## src/rtl/sync_mode_pkg.sv

```systemverilog
// Shared types for the clock synchronizer mode controller.
// Assumes: mode codes are visible at the top-level port and must not be renumbered.
package sync_mode_pkg;
    typedef enum logic [2:0] {
        MODE_INIT = 3'd0,
        MODE_FREE = 3'd1,
        MODE_ACQ  = 3'd2,
        MODE_LOCK = 3'd3,
        MODE_HOLD = 3'd4
    } sm_mode_t;
endpackage

```

## src/rtl/sync_in_pick.sv

```systemverilog
// Priority picker: finds the lowest-index usable input.
// Assumes: usable vector already combines valid and enable flags.
module sync_in_pick #(
    parameter int N_IN  = 4,
    parameter int IDX_W = 2
) (
    input  logic [N_IN-1:0]  usable,
    output logic             found,
    output logic [IDX_W-1:0] idx
);
    // Scan from the top down so the lowest set bit wins last.
    always_comb begin
        found = 1'b0;
        idx   = '0;
        for (int i = N_IN - 1; i >= 0; i--) begin
            if (usable[i]) begin
                found = 1'b1;
                idx   = IDX_W'(i);
            end
        end
    end
endmodule

```

## src/rtl/sync_sel_watch.sv

```systemverilog
// Watches the currently followed input and reports whether it is still usable.
// Assumes: sel values past N_IN-1 count as not usable.
module sync_sel_watch #(
    parameter int N_IN  = 4,
    parameter int IDX_W = 2
) (
    input  logic [N_IN-1:0]  usable,
    input  logic [IDX_W-1:0] sel,
    output logic             sel_ok
);
    logic [N_IN-1:0] hit;

    genvar g;
    generate
        for (g = 0; g < N_IN; g++) begin : g_hit
            // One match term per input position.
            assign hit[g] = usable[g] && (sel == IDX_W'(g));
        end
    endgenerate

    // Any matching usable position means the followed input is healthy.
    assign sel_ok = |hit;
endmodule

```

## src/rtl/sync_mode_fsm.sv

```systemverilog
// Mode state machine: init, free-run, acquire, locked, holdover, with input failover.
// Assumes: pick_found/pick_idx and sel_ok are combinational views of the same cycle's inputs.
module sync_mode_fsm
    import sync_mode_pkg::*;
#(
    parameter int IDX_W = 2
) (
    input  logic             clk,
    input  logic             rst_n,
    input  logic             init_done,
    input  logic             lock_ok,
    input  logic             fastlock_en,
    input  logic             hist_valid,
    input  logic             pick_found,
    input  logic [IDX_W-1:0] pick_idx,
    input  logic             sel_ok,
    output sm_mode_t         mode_q,
    output logic [IDX_W-1:0] sel_q,
    output logic             bw_fast_q,
    output logic             locked_q
);
    sm_mode_t         mode_d;
    logic [IDX_W-1:0] sel_d;

    // Next-state and next-selection decision.
    always_comb begin
        mode_d = mode_q;
        sel_d  = sel_q;
        unique case (mode_q)
            MODE_INIT: begin
                if (init_done) mode_d = MODE_FREE;
            end
            MODE_FREE, MODE_HOLD: begin
                if (pick_found) begin
                    mode_d = MODE_ACQ;
                    sel_d  = pick_idx;
                end
            end
            MODE_ACQ, MODE_LOCK: begin
                if (!sel_ok) begin
                    if (pick_found) begin
                        mode_d = MODE_ACQ;
                        sel_d  = pick_idx;
                    end else if (hist_valid) begin
                        mode_d = MODE_HOLD;
                    end else begin
                        mode_d = MODE_FREE;
                    end
                end else if (mode_q == MODE_ACQ && lock_ok) begin
                    mode_d = MODE_LOCK;
                end
            end
            default: mode_d = MODE_INIT;
        endcase
    end

    // State, selection and registered status outputs.
    always_ff @(posedge clk) begin
        if (!rst_n) begin
            mode_q    <= MODE_INIT;
            sel_q     <= '0;
            bw_fast_q <= 1'b0;
            locked_q  <= 1'b0;
        end else begin
            mode_q    <= mode_d;
            sel_q     <= sel_d;
            bw_fast_q <= (mode_d == MODE_ACQ) && fastlock_en;
            locked_q  <= (mode_d == MODE_LOCK);
        end
    end
endmodule

```

## src/rtl/sync_mode_ctrl.sv

```systemverilog
// Top: operating-mode controller for one PLL channel.
// Assumes: in_valid is already qualified and synchronous to clk; lock_ok comes from the loop.
module sync_mode_ctrl
    import sync_mode_pkg::*;
#(
    parameter int N_IN  = 4,
    parameter int IDX_W = (N_IN > 1) ? $clog2(N_IN) : 1
) (
    input  logic             clk,
    input  logic             rst_n,
    input  logic             init_done,
    input  logic [N_IN-1:0]  in_valid,
    input  logic [N_IN-1:0]  in_enable,
    input  logic             lock_ok,
    input  logic             fastlock_en,
    input  logic             hist_valid,
    output logic [2:0]       mode,
    output logic [IDX_W-1:0] sel_idx,
    output logic             bw_fast,
    output logic             lol_n,
    output logic             lock_stat
);
    logic [N_IN-1:0]  usable;
    logic             pick_found;
    logic [IDX_W-1:0] pick_idx;
    logic             sel_ok;
    sm_mode_t         mode_q;
    logic             locked_q;

    // An input counts only when it is both qualified and allowed.
    assign usable = in_valid & in_enable;

    sync_in_pick #(.N_IN(N_IN), .IDX_W(IDX_W)) u_pick (
        .usable (usable),
        .found  (pick_found),
        .idx    (pick_idx)
    );

    sync_sel_watch #(.N_IN(N_IN), .IDX_W(IDX_W)) u_watch (
        .usable (usable),
        .sel    (sel_idx),
        .sel_ok (sel_ok)
    );

    sync_mode_fsm #(.IDX_W(IDX_W)) u_fsm (
        .clk         (clk),
        .rst_n       (rst_n),
        .init_done   (init_done),
        .lock_ok     (lock_ok),
        .fastlock_en (fastlock_en),
        .hist_valid  (hist_valid),
        .pick_found  (pick_found),
        .pick_idx    (pick_idx),
        .sel_ok      (sel_ok),
        .mode_q      (mode_q),
        .sel_q       (sel_idx),
        .bw_fast_q   (bw_fast),
        .locked_q    (locked_q)
    );

    // Export mode code and the two lock indications.
    assign mode      = mode_q;
    assign lol_n     = locked_q;
    assign lock_stat = locked_q;
endmodule

```

## config.mk

```make
export PLATFORM = sky130hd
export DESIGN_NAME = sync_mode_ctrl
export DESIGN_NICKNAME = d
export VERILOG_FILES = /design/src/rtl/sync_mode_pkg.sv /design/src/rtl/sync_in_pick.sv /design/src/rtl/sync_sel_watch.sv /design/src/rtl/sync_mode_fsm.sv /design/src/rtl/sync_mode_ctrl.sv
export SDC_FILE = /design/constraint.sdc
export NUM_CORES = 1
export LEC_CHECK = 0
export ABC_CLOCK_PERIOD_IN_PS = 2100
export BUFFER_PORTS_ARGS = -buffer_cell sky130_fd_sc_hd__buf_2
export CAP_MARGIN = 30
export CORE_AREA = 5 5 42 44
export CTS_BUF_LIST = sky130_fd_sc_hd__clkbuf_2
export CTS_CLUSTER_SIZE = 20
export DETAILED_ROUTE_END_ITERATION = 8
export DIE_AREA = 0 0 47 49
export GPL_TIMING_DRIVEN = 0
export MAX_ROUTING_LAYER = met4
export PLACE_DENSITY_LB_ADDON = 0.1
export SYNTH_ARGS = -nofsm -noshare
export SYNTH_HDL_FRONTEND = slang
export SYNTH_HIERARCHICAL = 1
export SYNTH_SLANG_ARGS = --single-unit
```

## constraint.sdc

```tcl
create_clock -name clk -period 2.1 [get_ports clk]
set_clock_uncertainty 0.1 [all_clocks]
set_input_delay 0.42 -clock clk [delete_from_list [all_inputs] [get_ports clk]]
set_output_delay 0.42 -clock clk [all_outputs]
set_load 0.005 [all_outputs]
```

; ---- Word level (Yosys, flattened, before mapping)
; Cells that the tools add are included.
[word_totals]
reg_bits = 7
input_bits = 14
wordCells = 46
out_inout_bits = 8
[classes]
reduce_logical = 13
eq_ne = 10
n_bitwise = 1
mux = 18
[op_table]
columns = op, n
row1 = $mux W3, 6
row2 = $eq A3 B2 Y1 const B, 4
row3 = $mux W2, 6
row4 = $pmux W3 S3, 1
row5 = $logic_and A1 B1 Y1, 6
row6 = $and A4 B4 Y4, 1
row7 = $eq A2 B2 Y1 const B, 2
row8 = $mux W1, 4
row9 = $pmux W2 S2, 1
row10 = $reduce_or A2 Y1, 2
row11 = $reduce_or A4 Y1, 1
row12 = $eq A3 B1 Y1 const B, 1
row13 = $eq A3 B3 Y1 const B, 1
row14 = $logic_not A3 Y1, 1
row15 = $eq A2 B1 Y1 const B, 1
row16 = $logic_not A2 Y1, 1
row17 = $ne A2 B2 Y1 const B, 1
row18 = $reduce_and A2 Y1, 1
row19 = $reduce_bool A2 Y1, 1

; ---- Longest topological paths before layout
[depth]
ltp_word = 10
depth_mapped = 7
ltp_nobuf = 7

; ---- Modules after synthesis
; Netlist, hierarchy kept.
[by_module_without_submodules]
columns = module, instances, cells_each, area_per_inst_um2, seq_area_each_um2
row1 = sync_mode_fsm, 1, 35, 320.3, 140.1
row2 = sync_in_pick, 1, 7, 35.0, 0.0
row3 = sync_mode_ctrl, 1, 5, 32.5, 0.0
row4 = sync_sel_watch, 1, 1, 22.5, 0.0

; ---- Worst setup path after synthesis
; OpenSTA, ideal clock, no wires.
[synth_timing]
path_kind = input -> register
startpoint = input in_valid[0]
endpoint = register u_fsm.locked_q
path_buffers = 0
path_stages = 6
setup_ns = 0.062
arrival_ns = 1.772
slack_ns = 0.166
required_time_ns = 1.938
path_cell_list = and2_1 mux4_2 nor4b_2 nor2_1 a31oi_2 nor2b_2
[synth_via]
elab_chain_len = 6
elab_cells_between_ends = 9
classes_between = 1 x eq/ne / 5 x mux / 1 x bitwise / 2 x reduce/logical
[synth_lines]
columns = item, line_no
row1 = from (decl), sync_mode_ctrl.sv:12  ; input logic [N_IN-1:0] in_valid,
row2 = $and A4 B4 Y4, sync_mode_ctrl.sv:31  ; assign usable = in_valid & in_enable;
row3 = $logic_and A1 B1 Y1, sync_sel_watch.sv:17  ; assign hit[g] = usable[g] && (sel == IDX_W'(g));
row4 = $reduce_or A4 Y1, sync_sel_watch.sv:22  ; assign sel_ok = |hit;
row5 = via sel_ok, sync_mode_ctrl.sv:26  ; logic sel_ok;
row6 = $mux W3, sync_mode_fsm.sv:40  ; if (!sel_ok) begin
row7 = $pmux W3 S3, sync_mode_fsm.sv:29  ; unique case (mode_q)
row8 = $eq A3 B2 Y1, sync_mode_fsm.sv:68  ; locked_q <= (mode_d == MODE_LOCK);
row9 = to (signal assigned), sync_mode_fsm.sv:68
row10 = to (decl), sync_mode_fsm.sv:20  ; output logic locked_q
; The timed path passes the listed nets, and every way through them passes these cells.
; A chain may end at the register's enable or synchronous reset.

; ---- Worst setup path in the final report
[layout_timing]
startpoint = input in_valid[0]
endpoint = register u_fsm.locked_q
[layout_via]
elab_chain_len = 6
elab_cells_between_ends = 9
classes_between = 1 x eq/ne / 5 x mux / 1 x bitwise / 2 x reduce/logical
[layout_lines]
columns = item, line_no
row1 = $and A4 B4 Y4, sync_mode_ctrl.sv:31
row2 = via usable[0], sync_mode_ctrl.sv:23  ; logic [N_IN-1:0] usable;
row3 = $logic_and A1 B1 Y1, sync_sel_watch.sv:17
row4 = $reduce_or A4 Y1, sync_sel_watch.sv:22
row5 = via sel_ok, sync_mode_ctrl.sv:26
row6 = $mux W3, sync_mode_fsm.sv:40
row7 = $pmux W3 S3, sync_mode_fsm.sv:29
row8 = $eq A3 B2 Y1, sync_mode_fsm.sv:68
; The timed path passes the listed nets, and every way through them passes these cells.

==> metrics.yaml <==
timing:
  setup_ws_ns: 0.124
  fmax_ghz: 0.506
  layout_min_cycle_time_ns: 1.98
  worst_slew_pin_slew_ns: 0.408
  slew_headroom_pct: 72.5
  period_share_pct: 94.1
  hold_slack_ns: 0.345
  hold_viol: 0
  setup_viol: 0
  rsz0062_at_grt: "no"
  maxSlewViolCount: 0
clock_tree:
  cts_max_level: 1
  cts.sinks: 7
  clk_latency_ns: 0.23
  path_clk_slew_ns: 0.08
  root_buffer: "clkbuf_2"
  post-cts-setup-buffers: 0
  cts.path.max_buffers: 2
  cts_tree: "built"
  post_cts_resize_count: 0
  cts_buffers: 3
  cts_hold_buf: 0
finish:
  antenna_cells: 0
  nets: 88
  drive_above_1_share_pct: 42.5
  areaGrowthSynthToFinish_pct: 35.4
detailed_routing:
  wirelength_um: 981
  route.vias.total: 420
  drt_iter0_drc: 1
  drc_errors: 0
  firstDrtPassIters: 2
  vias_per_cell: 4.72
  wire_per_inst_um: 11.0
  ant_nets: 0
global_routing:
  grt_pass1_vias: 405
  antenna_found_initial: 0
  gr-total-overflow: 0
  grtUsageTotal_pct: 10.3
  grt_start_max_net_pins: 9
  grt_pass1_wl_um: 1680
min_path:
  hold_depth: 2
  min_path_type: "input pin to flop"
floorplan:
  coreArea_mm2: 0.00140
  boundaryPins: 22
  die-area_mm2: 0.00230
  floorplan.initialDensity_pct: 29.3
  die_h_um: 49
  die_x_um: 47
  num_rows: 14
yosys:
  syn_area_per_cell_um2: 8.55
  synth_seq_area_share_pct: 34.1
  synth_top_area_cell: "dfxtp_1"
  synth_nets: 62
  synthTopCellsByArea: "dfxtp_1 (34%), and2_1 (7.6%), nor3b_1 (7.3%), nand2_1 (6.4%), mux4_2 (5.5%)"
  yosysTopAreaCellShare_pct: 34.1
  ys_ff_latch: 7
  ys_types: 22
  yosys_warnings: 6
  synthCells: 48
  synth_area_um2: 410
critical_path:
  worst-setup-path-type: "input pin to flop"
  arrival_ns: 2.05
  critPathLaunch: "in_valid[0]"
  r2r_start: "u_fsm/sel_q[1]"
  r2r_cells: 5
  crit_end: "u_fsm/locked_q"
  reg2reg_setup_slack_ns: 0.19
  critPathMaxFanout: 4
  worstSetupEndpointType: "flop"
  r2r_end: "u_fsm/locked_q"
  cp.required_ns: 2.17
  cp-start-kind: "input pin"
power:
  pwr_density_cell_mw_per_mm2: 577
  power_leakage_nw: 0.268
  ir_drop_mv: 0.278
place:
  port_buffers: 21
  pre_cts_ws_ns: -0.131
  gp_congestion: 0.748
  hpwlAfterDp_um: 804
outcome:
  outcome: "completed"
flow_run:
  max_cap_violations: 0
[critical path, cell delays in order]
cell and delay, ns:
buf_2 0.09, and2_1 0.19, mux4_2 0.53, nor4b_2 0.32, nor2_1 0.09, a31oi_2 0.24
nor2b_2 0.17
[synthesized netlist by cell type, drive strengths merged]
library cell  number
mux2i              2
nor3               1
and2               5
a31oi              1
nand2b             1
mux4               1
nand2              7
nor2b              1
inv                2
o211ai             1
nor3b              4
o21ai              3
nor4b              1
a21oi              2
xnor2              1
buf                1
dfxtp              7
nor2               5
and3               1
a22oi              1
[worst min-delay path by stage]
| stage | start | end | slack (ns) |
|---|---|---|---|
| floorplan | u_fsm/sel_q[0] | u_fsm/sel_q[0] | 0.37 |
| global placement | u_fsm/sel_q[0] | u_fsm/sel_q[0] | 0.38 |
| detailed placement | u_fsm/sel_q[0] | u_fsm/sel_q[0] | 0.39 |
| CTS | fastlock_en | u_fsm/bw_fast_q | 0.33 |
| global route | fastlock_en | u_fsm/bw_fast_q | 0.31 |
| finish | fastlock_en | u_fsm/bw_fast_q | 0.34 |
[layout by cell type, fill, tap and decap left out, drive strengths merged, types with 2 or more instances in the layout]
| cell type | Yosys | layout |
|---|---|---|
| a21oi | 2 | 2 |
| and2 | 5 | 5 |
| buf | 1 | 22 |
| clkbuf | 0 | 3 |
| dfxtp | 7 | 7 |
| inv | 2 | 2 |
| mux2i | 2 | 2 |
| nand2 | 7 | 7 |
| nor2 | 5 | 5 |
| nor3b | 4 | 4 |
| o21ai | 3 | 3 |
[layout make-up]
cell class              instances  area, µm²
clock buffers                   3       15.0
clock inverters                 1       5.00
flip-flops and latches          7        140
repair buffers                 21        105
fillers                       168        846
plain buffers                   1       7.51
multi-input cells              38        255
inverters                       2       7.51
well taps                      16       20.0
[metal layers]
layer  global-route usage, %  routed length [µm]
met4                    5.53                   0
met1                    13.9                 430
met5                       -                   0
met2                    13.1                 503
met3                    3.32                  46
[per-stage QoR]
stage / utilization (%) / total power, W / cell area, µm² / TNS [ns] / instances
floorplan: - / 0.000199 / 410 / 0 / 48
global placement: 38.2 / 0.000231 / 536 / -0.297 / 85
detailed placement: 38.2 / 0.000231 / 536 / -0.405 / 85
CTS: 39.6 / 0.000330 / 556 / 0 / 89
global route: 39.6 / 0.000353 / 556 / 0 / 89
finish: 39.6 / 0.000321 / 556 / 0 / 89
[power by group]
part	total, W	switching (W)	internal, W
combinational	0.0000770	0.0000370	0.0000400
sequential	0.000149	0.00000877	0.000141
clock	0.0000944	0.0000512	0.0000432
total	0.000321	0.0000969	0.000224
[sequential cells by signal, summed over array words and instances, names as in the netlist]
| signal | cells |
|---|---|
| u_fsm/bw_fast_q | 1 |
| u_fsm/locked_q | 1 |
| u_fsm/mode_q | 3 |
| u_fsm/sel_q | 2 |
[logic make-up (layout without fill, tap and decap cells)]
group | Yosys count | after routing | share of synthesized area (%)
AOI/OAI and AO/OA | 8 | 8 | 13.7
muxes | 3 | 3 | 10.4
DFF | 7 | 7 | 34.1
and+or+nand+nor | 26 | 26 | 36.0
xor gates and xnor gates | 1 | 1 | 2.13
buffers and inverters | 3 | 28 | 3.66
No activity file was read; power rests on OpenSTA's default activity.
